## config.mk

```make
export PLATFORM = sky130hd
export DESIGN_NAME = load_aligner
export DESIGN_NICKNAME = d
export VERILOG_FILES = /design/src/rtl/ldal_pkg.sv /design/src/rtl/ldal_boot_latch.sv /design/src/rtl/ldal_source_sel.sv /design/src/rtl/ldal_shaper.sv /design/src/rtl/load_aligner.sv
export SDC_FILE = /design/constraint.sdc
export NUM_CORES = 1
export LEC_CHECK = 0
export BUFFER_PORTS_ARGS = -buffer_cell sky130_fd_sc_hd__buf_2
export CELL_PAD_IN_SITES_DETAIL_PLACEMENT = 1
export CELL_PAD_IN_SITES_GLOBAL_PLACEMENT = 2
export CORE_MARGIN = 8
export CORE_UTILIZATION = 25
export CTS_CLUSTER_DIAMETER = 50
export DETAILED_ROUTE_END_ITERATION = 10
export PLACE_DENSITY_LB_ADDON = 0.15
export SLEW_MARGIN = 20
export SYNTH_ARGS = -nofsm -noshare
export SYNTH_HDL_FRONTEND = slang
export SYNTH_SLANG_ARGS = --single-unit
```

## constraint.sdc

```tcl
create_clock -name clk -period 3.45 [get_ports clk]
set_clock_uncertainty 0.1 [all_clocks]
set_input_delay 0.5175 -clock clk [delete_from_list [all_inputs] [get_ports clk]]
set_output_delay 0.5175 -clock clk [all_outputs]
set_load 0.01 [all_outputs]
```

## src/rtl/ldal_pkg.sv

```systemverilog
package ldal_pkg;

  localparam logic [1:0] SZ_BYTE = 2'd0;
  localparam logic [1:0] SZ_HALF = 2'd1;

  localparam int RG_BOOT      = 0;
  localparam int RG_HOLE      = 1;
  localparam int RG_IO        = 4;
  localparam int RG_CART_LO   = 8;
  localparam int RG_CART_HI   = 13;
  localparam int RG_MAP_LIMIT = 16;

  typedef enum logic [1:0] {
    SRC_RAW,
    SRC_ZERO,
    SRC_BOOT,
    SRC_OPEN
  } src_kind_e;

  function automatic logic [31:0] rotr32(input logic [31:0] w, input logic [1:0] bytes);
    logic [63:0] dbl;
    dbl = {w, w} >> (8 * bytes);
    return dbl[31:0];
  endfunction

  function automatic logic [15:0] rotr16(input logic [15:0] h, input logic bytes);
    return bytes ? {h[7:0], h[15:8]} : h;
  endfunction

endpackage

```

## src/rtl/ldal_boot_latch.sv

```systemverilog
module ldal_boot_latch #(
  parameter int DW = 32
) (
  input  logic          clk,
  input  logic          rst,
  input  logic          pc_in_boot,
  input  logic [DW-1:0] ahead_word,
  output logic [DW-1:0] boot_word
);

  logic          was_in_boot_q;
  logic [DW-1:0] held_q;
  logic          leaving;

  assign leaving   = was_in_boot_q && !pc_in_boot;
  assign boot_word = leaving ? ahead_word : held_q;

  always_ff @(posedge clk) begin
    if (rst) begin
      was_in_boot_q <= 1'b1;
      held_q        <= '0;
    end else begin
      was_in_boot_q <= pc_in_boot;
      if (leaving) held_q <= ahead_word;
    end
  end

  AST_LATCH_CAPTURE: assert property (@(posedge clk) disable iff (rst)
    leaving |=> held_q == $past(ahead_word));

  AST_LATCH_HOLD: assert property (@(posedge clk) disable iff (rst)
    !leaving |=> $stable(held_q));

endmodule

```

## src/rtl/ldal_source_sel.sv

```systemverilog
module ldal_source_sel
  import ldal_pkg::*;
#(
  parameter int DW         = 32,
  parameter int AW         = 32,
  parameter int REGION_LSB = 24,
  parameter int REGION_W   = 8,
  parameter int BOOT_BYTES = 16384,
  parameter int CART_OFS_W = 25
) (
  input  logic [AW-1:0]         addr,
  input  logic [1:0]            size,
  input  logic [DW-1:0]         raw,
  input  logic                  pc_in_boot,
  input  logic [DW-1:0]         boot_word,
  input  logic [DW-1:0]         open_word,
  input  logic                  narrow,
  input  logic [CART_OFS_W-1:0] rom_bytes,
  output logic [DW-1:0]         src
);

  localparam int HW = DW / 2;

  logic [REGION_W-1:0] region;
  logic [31:0]         boot_ofs;
  logic                boot_in_range;
  logic                cart_in_range;
  logic                narrow_size;
  src_kind_e           kind;

  assign region        = addr[REGION_LSB +: REGION_W];
  assign boot_ofs      = 32'(addr[REGION_LSB-1:0]);
  assign boot_in_range = boot_ofs < 32'(BOOT_BYTES);
  assign cart_in_range = addr[CART_OFS_W-1:0] < rom_bytes;
  assign narrow_size   = (size == SZ_BYTE) || (size == SZ_HALF);

  always_comb begin
    kind = SRC_RAW;
    if (int'(region) == RG_BOOT) begin
      if (!pc_in_boot)         kind = SRC_BOOT;
      else if (!boot_in_range) kind = SRC_ZERO;
    end else if (int'(region) == RG_HOLE || int'(region) >= RG_MAP_LIMIT) begin
      kind = SRC_OPEN;
    end else if (int'(region) >= RG_CART_LO && int'(region) <= RG_CART_HI) begin
      if (!cart_in_range) kind = SRC_ZERO;
    end
  end

  always_comb begin
    unique case (kind)
      SRC_ZERO: src = '0;
      SRC_BOOT: src = boot_word;
      SRC_OPEN: src = narrow ? {open_word[HW-1:0], open_word[HW-1:0]} : open_word;
      default:  src = (int'(region) == RG_IO && narrow_size) ? {raw[HW-1:0], raw[HW-1:0]} : raw;
    endcase
  end

endmodule

```

## src/rtl/ldal_shaper.sv

```systemverilog
module ldal_shaper
  import ldal_pkg::*;
#(
  parameter int DW = 32
) (
  input  logic [DW-1:0] src,
  input  logic [1:0]    lane,
  input  logic [1:0]    size,
  input  logic          sgn,
  output logic [DW-1:0] shaped
);

  localparam int HW = DW / 2;
  localparam int LANES = DW / 8;

  logic [7:0]    lane_byte [LANES];
  logic [HW-1:0] half_sel;
  logic [HW-1:0] half_rot;
  logic [7:0]    byte_sel;

  for (genvar g = 0; g < LANES; g++) begin : g_lane
    assign lane_byte[g] = src[8*g +: 8];
  end

  assign half_sel = lane[1] ? src[DW-1:HW] : src[HW-1:0];
  assign half_rot = rotr16(half_sel, lane[0]);
  assign byte_sel = lane_byte[lane];

  always_comb begin
    if (size == SZ_BYTE)
      shaped = {{(DW-8){sgn & byte_sel[7]}}, byte_sel};
    else if (size == SZ_HALF)
      shaped = {{(DW-HW){sgn & half_rot[HW-1]}}, half_rot};
    else
      shaped = rotr32(src, lane);
  end

endmodule

```

## src/rtl/load_aligner.sv

```systemverilog
module load_aligner
  import ldal_pkg::*;
#(
  parameter int DW         = 32,
  parameter int AW         = 32,
  parameter int REGION_LSB = 24,
  parameter int REGION_W   = 8,
  parameter int BOOT_BYTES = 16384,
  parameter int CART_OFS_W = 25
) (
  input  logic                  clk,
  input  logic                  rst,
  input  logic                  rd_valid,
  input  logic [AW-1:0]         rd_addr,
  input  logic [1:0]            rd_size,
  input  logic                  rd_signed,
  input  logic [DW-1:0]         rd_raw,
  input  logic [REGION_W-1:0]   pc_region,
  input  logic                  exec_narrow,
  input  logic [DW-1:0]         boot_ahead_word,
  input  logic [DW-1:0]         open_bus_word,
  input  logic [CART_OFS_W-1:0] cart_rom_bytes,
  output logic                  out_valid,
  output logic [DW-1:0]         out_data
);

  logic          pc_in_boot;
  logic [DW-1:0] boot_word;
  logic [DW-1:0] src_word;
  logic [DW-1:0] shaped;

  assign pc_in_boot = (pc_region == '0);

  ldal_boot_latch #(.DW(DW)) i_latch (
    .clk        (clk),
    .rst        (rst),
    .pc_in_boot (pc_in_boot),
    .ahead_word (boot_ahead_word),
    .boot_word  (boot_word)
  );

  ldal_source_sel #(
    .DW(DW), .AW(AW), .REGION_LSB(REGION_LSB), .REGION_W(REGION_W),
    .BOOT_BYTES(BOOT_BYTES), .CART_OFS_W(CART_OFS_W)
  ) i_src (
    .addr       (rd_addr),
    .size       (rd_size),
    .raw        (rd_raw),
    .pc_in_boot (pc_in_boot),
    .boot_word  (boot_word),
    .open_word  (open_bus_word),
    .narrow     (exec_narrow),
    .rom_bytes  (cart_rom_bytes),
    .src        (src_word)
  );

  ldal_shaper #(.DW(DW)) i_shape (
    .src    (src_word),
    .lane   (rd_addr[1:0]),
    .size   (rd_size),
    .sgn    (rd_signed),
    .shaped (shaped)
  );

  always_ff @(posedge clk) begin
    if (rst) begin
      out_valid <= 1'b0;
      out_data  <= '0;
    end else begin
      out_valid <= rd_valid;
      if (rd_valid) out_data <= shaped;
    end
  end

  logic [REGION_W-1:0] chk_region;
  assign chk_region = rd_addr[REGION_LSB +: REGION_W];

  AST_VALID_LATENCY: assert property (@(posedge clk) disable iff (rst)
    rd_valid |=> out_valid);

  AST_IDLE_HOLD: assert property (@(posedge clk) disable iff (rst)
    !rd_valid |=> (!out_valid && $stable(out_data)));

  AST_PLAIN_WORD: assert property (@(posedge clk) disable iff (rst)
    (rd_valid && chk_region == 8'd2 && rd_size == 2'd2 && rd_addr[1:0] == 2'd0)
      |=> out_data == $past(rd_raw));

  AST_BOOT_PAST_END: assert property (@(posedge clk) disable iff (rst)
    (rd_valid && chk_region == 8'd0 && pc_region == 8'd0
      && 32'(rd_addr[REGION_LSB-1:0]) >= 32'(BOOT_BYTES)) |=> out_data == '0);

  AST_CART_PAST_END: assert property (@(posedge clk) disable iff (rst)
    (rd_valid && chk_region >= 8'd8 && chk_region <= 8'd13
      && rd_addr[CART_OFS_W-1:0] >= cart_rom_bytes) |=> out_data == '0);

  AST_BYTE_ZERO_EXT: assert property (@(posedge clk) disable iff (rst)
    (rd_valid && rd_size == 2'd0 && !rd_signed) |=> out_data[DW-1:8] == '0);

  AST_HALF_SIGN_EXT: assert property (@(posedge clk) disable iff (rst)
    (rd_valid && rd_size == 2'd1 && rd_signed)
      |=> out_data[DW-1:DW/2] == {(DW/2){out_data[DW/2-1]}});

endmodule

```

# Yosys cells after proc, flatten, opt, wreduce, memory -nomap -nowiden
# Cells that the tools add are included.
op_classes:
  n_mul: 0
  reduce_logical: 9
  n_div: 0
  muxes: 17
  n_lt_le_gt_ge: 6
  bitwise_logic: 3
  n_addsub: 0
  eq_ne: 6
  n_shift: 1
ops:
  columns: ["cell", "n"]
  rows:
  - ["$mux W32", 5]
  - ["$pmux W32 S3", 1]
  - ["$shr A64 B5 Y32", 1]
  - ["$mux W16", 2]
  - ["$lt A25 B25 Y1", 1]
  - ["$lt A24 B15 Y1 const B", 1]
  - ["$bmux W8 S2", 1]
  - ["$logic_not A8 Y1", 2]
  - ["$mux W8", 2]
  - ["$eq A8 B2 Y1 const B", 1]
  - ["$eq A8 B4 Y1 const B", 1]
  - ["$ge A8 B4 Y1 const B", 1]
  - ["$ge A8 B5 Y1 const B", 1]
  - ["$le A8 B4 Y1 const B", 1]
  - ["$mux W2", 4]
  - ["$eq A2 B1 Y1 const B", 2]
  - ["$eq A2 B2 Y1 const B", 2]
  - ["$ge A3 B3 Y1 const B", 1]
  - ["$logic_and A1 B1 Y1", 3]
  - ["$not A2 Y3", 1]
  - ["$and A1 B1 Y1", 2]
  - ["$logic_not A2 Y1", 1]
  - ["$logic_or A1 B1 Y1", 2]
  - ["$mux W1", 2]
  - ["$logic_not A1 Y1", 1]
totals:
  mem_bits_rw: 0
  mem_count: 0
  latchBits: 0
  regBits: 66
  input_bits: 168
  mem_bits_ro: 0
  elab_cells: 46
  out_inout_bits: 33

# Depth between registers and ports, before layout
# Gate-level depths: netlist of the first run.
depth:
  word_depth: 12
  depth_mapped: 13
  depth_no_buf: 11

# By module
# From an unflattened synthesis of the first run, not the netlist that was laid out.
unflattened:
  hier_cells: 680
  area_unflattened_um2: 6257.3
by_module_without_submodules:
  columns: ["module", "seq_area_each_um2", "instances", "cells_each", "area_each_um2"]
  rows:
  - ["ldal_boot_latch", 660.6, 1, 184, 2015.7]
  - ["ldal_source_sel", 0.0, 1, 257, 1898.1]
  - ["load_aligner", 660.6, 1, 109, 1183.6]
  - ["ldal_shaper", 0.0, 1, 130, 1159.9]

# Worst setup path before layout of the first run
# OpenSTA, ideal clock, no wires.
synth_path:
  path_type: "input -> register"
  startpoint: "input port rd_addr[31]"
  endpoint: "register out_data[25]"
  t_required_ns: 3.270
  slack_ns: 0.088
  n_path_buf: 2
  setup_ns: 0.080
  cell_stages: 11
  t_arrival_ns: 3.182
  path_cell_list: "or4_1 -> nor2_4 -> a32oi_1 -> mux4_2 -> and3_4 -> or4_4 -> buf_6 -> nand2_4 -> a31oi_4 -> buf_6 -> a211oi_2"
synth_between:
  elab_chain_cells: 12
  elab_cells_between_ends: 27
  classes_between: "3 x order compare; 5 x eq/ne; 1 x shift; 12 x mux; 2 x bitwise; 4 x reduce/logical"
synth_lines:
  columns: ["item", "line", "text"]
  rows:
  - ["from (decl)", "load_aligner.sv:14", "input logic [AW-1:0] rd_addr,"]
  - ["$ge A8 B4 Y1 or $le A8 B4 Y1 (tied branches)", "ldal_source_sel.sv:44", "end else if (int'(region) >= RG_CART_LO && int'(region) <= RG_CART_HI) begin"]
  - ["$logic_and A1 B1 Y1", "ldal_source_sel.sv:44", null]
  - ["$mux W2", "ldal_source_sel.sv:44", null]
  - ["$mux W2", "ldal_source_sel.sv:42", "end else if (int'(region) == RG_HOLE || int'(region) >= RG_MAP_LIMIT) begin"]
  - ["$mux W2", "ldal_source_sel.sv:39", "if (int'(region) == RG_BOOT) begin"]
  - ["$eq A2 B2 Y1 or $eq A2 B1 Y1 (tied branches)", "ldal_source_sel.sv:50", "unique case (kind)"]
  - ["$pmux W32 S3 (*)", "ldal_source_sel.sv:50", null]
  - ["parallel branches: the longest is 4 deep, another holds $shr A64 B5 Y32", null, null]
  - ["$mux W32 (*)", "ldal_shaper.sv:30", "if (size == SZ_BYTE)"]
  - ["to (signal assigned)", "load_aligner.sv:71", "if (rd_valid) out_data <= shaped;"]
  - ["to (decl)", "load_aligner.sv:24", "output logic [DW-1:0] out_data"]
# Every way passes the cells marked *. The select of a mux whose other input is x is not followed.
# A chain may end at the register's enable or synchronous reset.

# Final worst setup path of the first run
layout_path:
  startpoint: "input port rd_addr[31]"
  endpoint: "register out_data[18]"
# The elaborated chain is that of the path after synthesis.

==> flow_summary_export.csv, run 1 <==
group,metric,value,unit
final_layout,seq_area,0.00132,mm2
global_routing,grt-ovfl-total,0,
final_layout,finalNonFillerCells,1284,
final_layout,postLayoutCoreUtil,34.1,%
timing,slew_viol_final,0,
worst_hold_path,min_path_type,"primary input to register",
synthesis,synth_seq_cells,66,
final_layout,num_antenna_cells,0,
floorplanning,die_w,167,um
final_layout,nets,1186,
power,ir_drop,0.000187,V
detailed_routing,drt_iter0_drc,284,
clocking,cts_max_level,3,
clocking,cts_buffers,9,
timing,finalHoldViolCount,0,
final_layout,nFillCells,2803,
synthesis,ys_seq_area_share,23.1,%
power,p_switching,827,uW
detailed_routing,detail-route-antenna-nets,0,
synthesis,syn-mean-instance-area,7.42,um2
power,intPower,1.71,mW
clocking,clk_pin_slew,0.06,ns
synthesis,netlist-cell-type-count,73,
worst_setup_path,critPathKind,"primary input to register",
status,status,"finished clean",
clocking,clockBufferDepth,2,
detailed_routing,drc,0,
global_routing,antenna_found_initial,1,
power,netSwitchingFraction,32.6,%
clocking,clock_sink_count,66,
global_routing,track_usage,17.7,%
final_layout,drive_above_1_share,33.2,%
timing,grt_setup_unrepaired,"no",
power,p_comb_share,30.3,%
floorplanning,die_y,167,um
timing,max_freq,0.308,GHz
power,finalPower,2.54,mW
synthesis,synth_nets,961,
clocking,post_cts_resized,0,
global_routing,grt_most_used_layer,"met2",
detailed_routing,routedWlPerCell,19.6,um
place,place.gp.congestion,0.788,
place,portBuffers,200,
clocking,cts_tree,"yes",
clocking,cts_root_buf,"clkbuf_16",
global_routing,gr-usage-met3,3.81,%
timing,slew_headroom,39.0,%
detailed_routing,drt_wl_total,25100,um
synthesis,ys.flop_type,"dfxtp_1",
worst_setup_path,worstPathCellList,"buf_2, or4_1, o21ai_0, o211ai_1, mux4_2, and3_4, or4_4, nand2_4, a31oi_4, buf_12, a211oi_1",
worst_setup_path,crit_path_end_kind,"register",
final_layout,layout_commonest_cell,"buf_2",
worst_setup_path,path_delay_family,"simple AND/OR/NAND/NOR gates",
power,p_leak,3.64,nW
power,seqPwrFrac,33.3,%
worst_setup_path,cp.required,3.61,ns
worst_setup_path,cp_slowest_cell,"or4_1",
global_routing,grt_max_degree,56,
final_layout,multiInputGateArea,0.00398,mm2
floorplanning,design.die.area,0.0279,mm2
floorplanning,initial_utilization,25.4,%
detailed_routing,avgViaCountPerCell,5.00,
place,hpwl,20600,um
timing,setup-violations-final,0,
final_layout,final_cell_mix,"200 x buf_2, 124 x nand2_1, 82 x a21oi_1",
worst_setup_path,slowest_delay,0.67,ns
place,dp_cells,1268,
timing,worstMarginPinSlew,0.915,ns
floorplanning,io_pins,201,
global_routing,grt_pass1_vias,6845,
clocking,cts_hold_buf,0,
worst_setup_path,worstSetupStartpointType,"primary input",
floorplanning,rows,55,
clocking,worstSkewPairLatency,0.35,ns
timing,fin_crit_sh,94.0,%
global_routing,gr-usage-met2,29.5,%
synthesis,syn_area,0.00571,mm2
detailed_routing,vias,6421,
power,power-per-cell-area,331,mW/mm2
clocking,postCtsSetupRepairBufs,0,
synthesis,synth_edf_count,0,
synthesis,yosysWarnings,0,
global_routing,met1_usage,23.2,%
worst_setup_path,cp.arrival,3.40,ns
worst_setup_path,cp_num_buf_inv,2,
flow_run,cap_violations,0,
timing,fin_crit,3.24,ns
final_layout,syn_to_final_growth,34.4,%
floorplanning,core,0.0225,mm2
power,clockPowerShare,36.5,%
detailed_routing,firstDrtPassIters,4,
worst_setup_path,crit_fanout,16,
synthesis,async_flop_share,0,%
global_routing,grt_pass1_wl,39100,um
synthesis,syn_inst,769,
timing,setup_tns,0,ns
-- registers in the layout (all words and copies together), names as in the netlist --
| register | cells |
|---|---|
| i_latch.held_q | 32 |
| out_data | 32 |
| i_latch.was_in_boot_q | 1 |
| out_valid | 1 |
-- power groups by stage --
stage	registers (mW)	logic [mW]	clock network [mW]
6_report	0.845	0.768	0.926
4_1_cts	0.846	0.778	0.957
5_1_grt	0.851	0.850	0.988
2_1_floorplan	0.868	0.409	0
3_5_place_dp	0.862	0.775	0
3_3_place_gp	0.861	0.770	0
-- per-layer routing --
layer | vias to the layer above | wire, um
met5 | - | 13
met4 | 2 | 189
met3 | 15 | 1220
met2 | 150 | 11800
met1 | 2999 | 11900
li1 | 3255 | -
-- logic make-up after synthesis --
group	synth area share [%]
AND/OR/NAND/NOR	19.9
AO/OA/AOI/OAI	31.6
flip-flops	23.1
adder cells (fa/ha/maj)	5.44
buffers and inverters	7.21
multiplexers	12.7
-- worst paths after layout --
check	startpoint	cells after the start	slack, ns	to
max reg2reg	i_latch.was_in_boot_q	10	0.39	out_data[18]
max	rd_addr[31]	11	0.21	out_data[18]
min reg2reg	i_latch.held_q[7]	2	0.35	i_latch.held_q[7]
min	boot_ahead_word[10]	3	0.32	i_latch.held_q[10]
-- area by class of cell --
class | count | share of cell area [%]
Inverter | 42 | 2.05
Multi-Input combinational cell | 602 | 51.8
Sequential cell | 66 | 17.2
Clock inverter | 6 | 0.750
Tap cell | 285 | 4.65
Timing Repair Buffer | 273 | 20.5
Clock buffer | 10 | 2.98
-- metrics by stage --
step                      hold WS, ns  setup slack (ns)  area, um2
after floorplan                 0.334            0.0876       5710
after global placement          0.342           -0.0779       7390
after detailed placement        0.346            -0.139       7390
after CTS                       0.309             0.234       7670
after global routing            0.318            0.0654       7670
final                           0.316             0.208       7670
-- cells in the mapped netlist (all sizes together), types with 12 or more instances --
library cell / instances / area share (%)
clkbuf: 47 / 3.1
o21ai: 42 / 3.7
ha: 24 / 5.3
mux2i: 59 / 10
nand2: 126 / 8.5
buf: 12 / 1.4
a21oi: 82 / 7.2
dfxtp: 66 / 23
nor2: 59 / 4.0
a211oi: 26 / 4.5
inv: 41 / 2.7
o211ai: 12 / 1.7
-- worst register-to-register path: stages (launching register included) --
cell and delay (ns):
dfxtp_2 0.57, mux2i_1 0.17, a21oi_1 0.25, o211ai_1 0.17
mux4_2 0.49, and3_4 0.21, or4_4 0.50, nand2_4 0.10
a31oi_4 0.04, buf_12 0.17, a211oi_1 0.21
Note: power is estimated with default switching activity, not from simulation.
==> inputs of run 2 (changes only) <==
--- a/config.mk
+++ b/config.mk
@@ -12,2 +12,3 @@
 export CORE_UTILIZATION = 25
+export CTS_BUF_LIST = sky130_fd_sc_hd__clkbuf_4 sky130_fd_sc_hd__clkbuf_8 sky130_fd_sc_hd__clkbuf_16
 export CTS_CLUSTER_DIAMETER = 50
==> constraint.sdc (replaced) <==
create_clock -name clk -period 3.45 [get_ports clk]
set_clock_uncertainty 0.1 [all_clocks]
set_input_delay 0.345 -clock clk [delete_from_list [all_inputs] [get_ports clk]]
set_output_delay 0.345 -clock clk [all_outputs]
set_load 0.01 [all_outputs]
==> flow_summary_export.csv, run 2 (synthesis gave the netlist of run 1 again) <==
group,metric,value,unit
status,status,"finished clean",
detailed_routing,maxUsedRoutingLayer,"met5",
floorplanning,core,0.0225,mm2
place,pre_cts_ws,0.0419,ns
timing,slew_headroom,58.3,%
worst_setup_path,cp.required,3.59,ns
final_layout,final_cell_mix,"200 x buf_2, 124 x nand2_1, 82 x a21oi_1",
detailed_routing,detail-route-antenna-nets,0,
detailed_routing,vias,6242,
clocking,cts_tree,"yes",
floorplanning,die_y,167,um
worst_setup_path,crit_path_end_kind,"register",
floorplanning,initial_utilization,25.4,%
timing,fin_crit,3.05,ns
worst_setup_path,crit_fanout,28,
place,portBuffers,200,
timing,slew_viol_final,0,
clocking,worstSkewPairLatency,0.34,ns
timing,max_freq,0.327,GHz
final_layout,syn_to_final_growth,31.3,%
timing,fin_crit_sh,88.5,%
floorplanning,io_pins,201,
clocking,cts_buffers,9,
place,hpwl,20500,um
detailed_routing,drt_wl_total,25200,um
global_routing,grt_pass1_wl,39100,um
global_routing,antenna_found_initial,1,
clocking,clk_pin_slew,0.06,ns
place,dp_cells,1236,
worst_hold_path,whs_path_depth,3,
worst_hold_path,holdPathEnd,"i_latch.held_q[10]",
detailed_routing,avgViaCountPerCell,4.99,
global_routing,grt_max_degree,56,
floorplanning,design.die.area,0.0279,mm2
clocking,clock_sink_count,66,
detailed_routing,wl_met3,1140,um
global_routing,grt_pass1_vias,6799,
global_routing,grt-ovfl-total,0,
clocking,cts_root_buf,"clkbuf_16",
global_routing,track_usage,17.7,%
timing,grt_setup_unrepaired,"no",
worst_setup_path,rrSetupSlack,0.63,ns
worst_setup_path,cp.arrival,3.20,ns
final_layout,drive_above_1_share,31.1,%
floorplanning,rows,55,
clocking,cts_hold_buf,0,
detailed_routing,drt_iter0_drc,308,
timing,setup_slack,0.396,ns
timing,finalHoldViolCount,0,
worst_setup_path,worstRegToRegCells,10,
worst_setup_path,critPathKind,"primary input to register",
power,ir_drop,0.000239,V
detailed_routing,routedWlPerCell,20.1,um
flow_run,cap_violations,0,
worst_setup_path,rr_endpoint,"out_data[19]",
worst_setup_path,worstSetupStartpointType,"primary input",
floorplanning,die_w,167,um
power,power-per-cell-area,350,mW/mm2
timing,worstMarginPinSlew,0.626,ns
clocking,post_cts_resized,0,
worst_setup_path,r2r-start,"i_latch.was_in_boot_q",
final_layout,layout_commonest_cell,"buf_2",
timing,setup-violations-final,0,
timing,setup_tns,0,ns
worst_setup_path,startpoint,"rd_addr[31]",
worst_hold_path,min_path_type,"primary input to register",
final_layout,num_antenna_cells,0,
detailed_routing,met2_length,11900,um
clocking,clockBufferDepth,2,
clocking,cts_max_level,3,
detailed_routing,wl_met1,11900,um
detailed_routing,firstDrtPassIters,5,
final_layout,finalNonFillerCells,1252,
final_layout,nFillCells,2821,
place,place.gp.congestion,0.843,
detailed_routing,drc,0,
worst_hold_path,hold_path.startpoint,"boot_ahead_word[10]",
final_layout,nets,1154,
power,p_leak,3.52,nW
final_layout,top_regs,"i_latch.held_q: 32 flops, out_data: 32 flops",
clocking,postCtsSetupRepairBufs,0,
## run 2: stage by stage
stage	util (%)	power, mW	area [um2]	hold WS, ns
floorplan	-	1.28	5710	0.334
global placement	31.9	1.61	7170	0.343
detailed placement	31.9	1.61	7170	0.347
CTS	33.3	2.66	7490	0.138
global route	33.3	2.77	7490	0.148
finish	33.3	2.62	7490	0.148
## run 2: report_power, final
group	switching, mW	internal, mW	total (mW)
clock	0.375	0.658	1.03
combinational	0.426	0.318	0.744
sequential	0.0277	0.815	0.843
total	0.828	1.79	2.62
## run 2: worst max-delay path by stage
stage / to / slack [ns] / depth (start not counted)
floorplan: out_data[25] / 0.26 / 11
global placement: out_data[17] / 0.11 / 11
detailed placement: out_data[19] / 0.04 / 11
CTS: out_data[19] / 0.41 / 11
global route: out_data[17] / 0.23 / 12
finish: out_data[12] / 0.40 / 12
## run 2: area by class of cell
class                   instances  area (um2)  share of cell area [%]
clock buffers                  11         246                    3.29
clock inverters                 5        77.6                    1.04
inverters                      42         158                    2.10
multi-input cells             602        3980                    53.0
flip-flops and latches         66        1320                    17.6
well taps                     285         357                    4.76
repair buffers                241        1360                    18.1
## run 2: critical path: stages
cell	delay, ns
buf_2	0.11
nor4_2	0.45
nand2b_1	0.23
a2111oi_2	0.42
o211ai_1	0.21
buf_12	0.21
nand2_2	0.15
buf_4	0.20
a21oi_1	0.10
a221oi_1	0.29
o311ai_1	0.16
a311oi_1	0.30
## run 2: per-layer routing
metal | vias to the layer above | GRT usage, %
met5 | - | 0
met4 | 2 | 3.88
met3 | 12 | 3.90
met2 | 131 | 29.5
met1 | 2900 | 23.1
li1 | 3197 | -
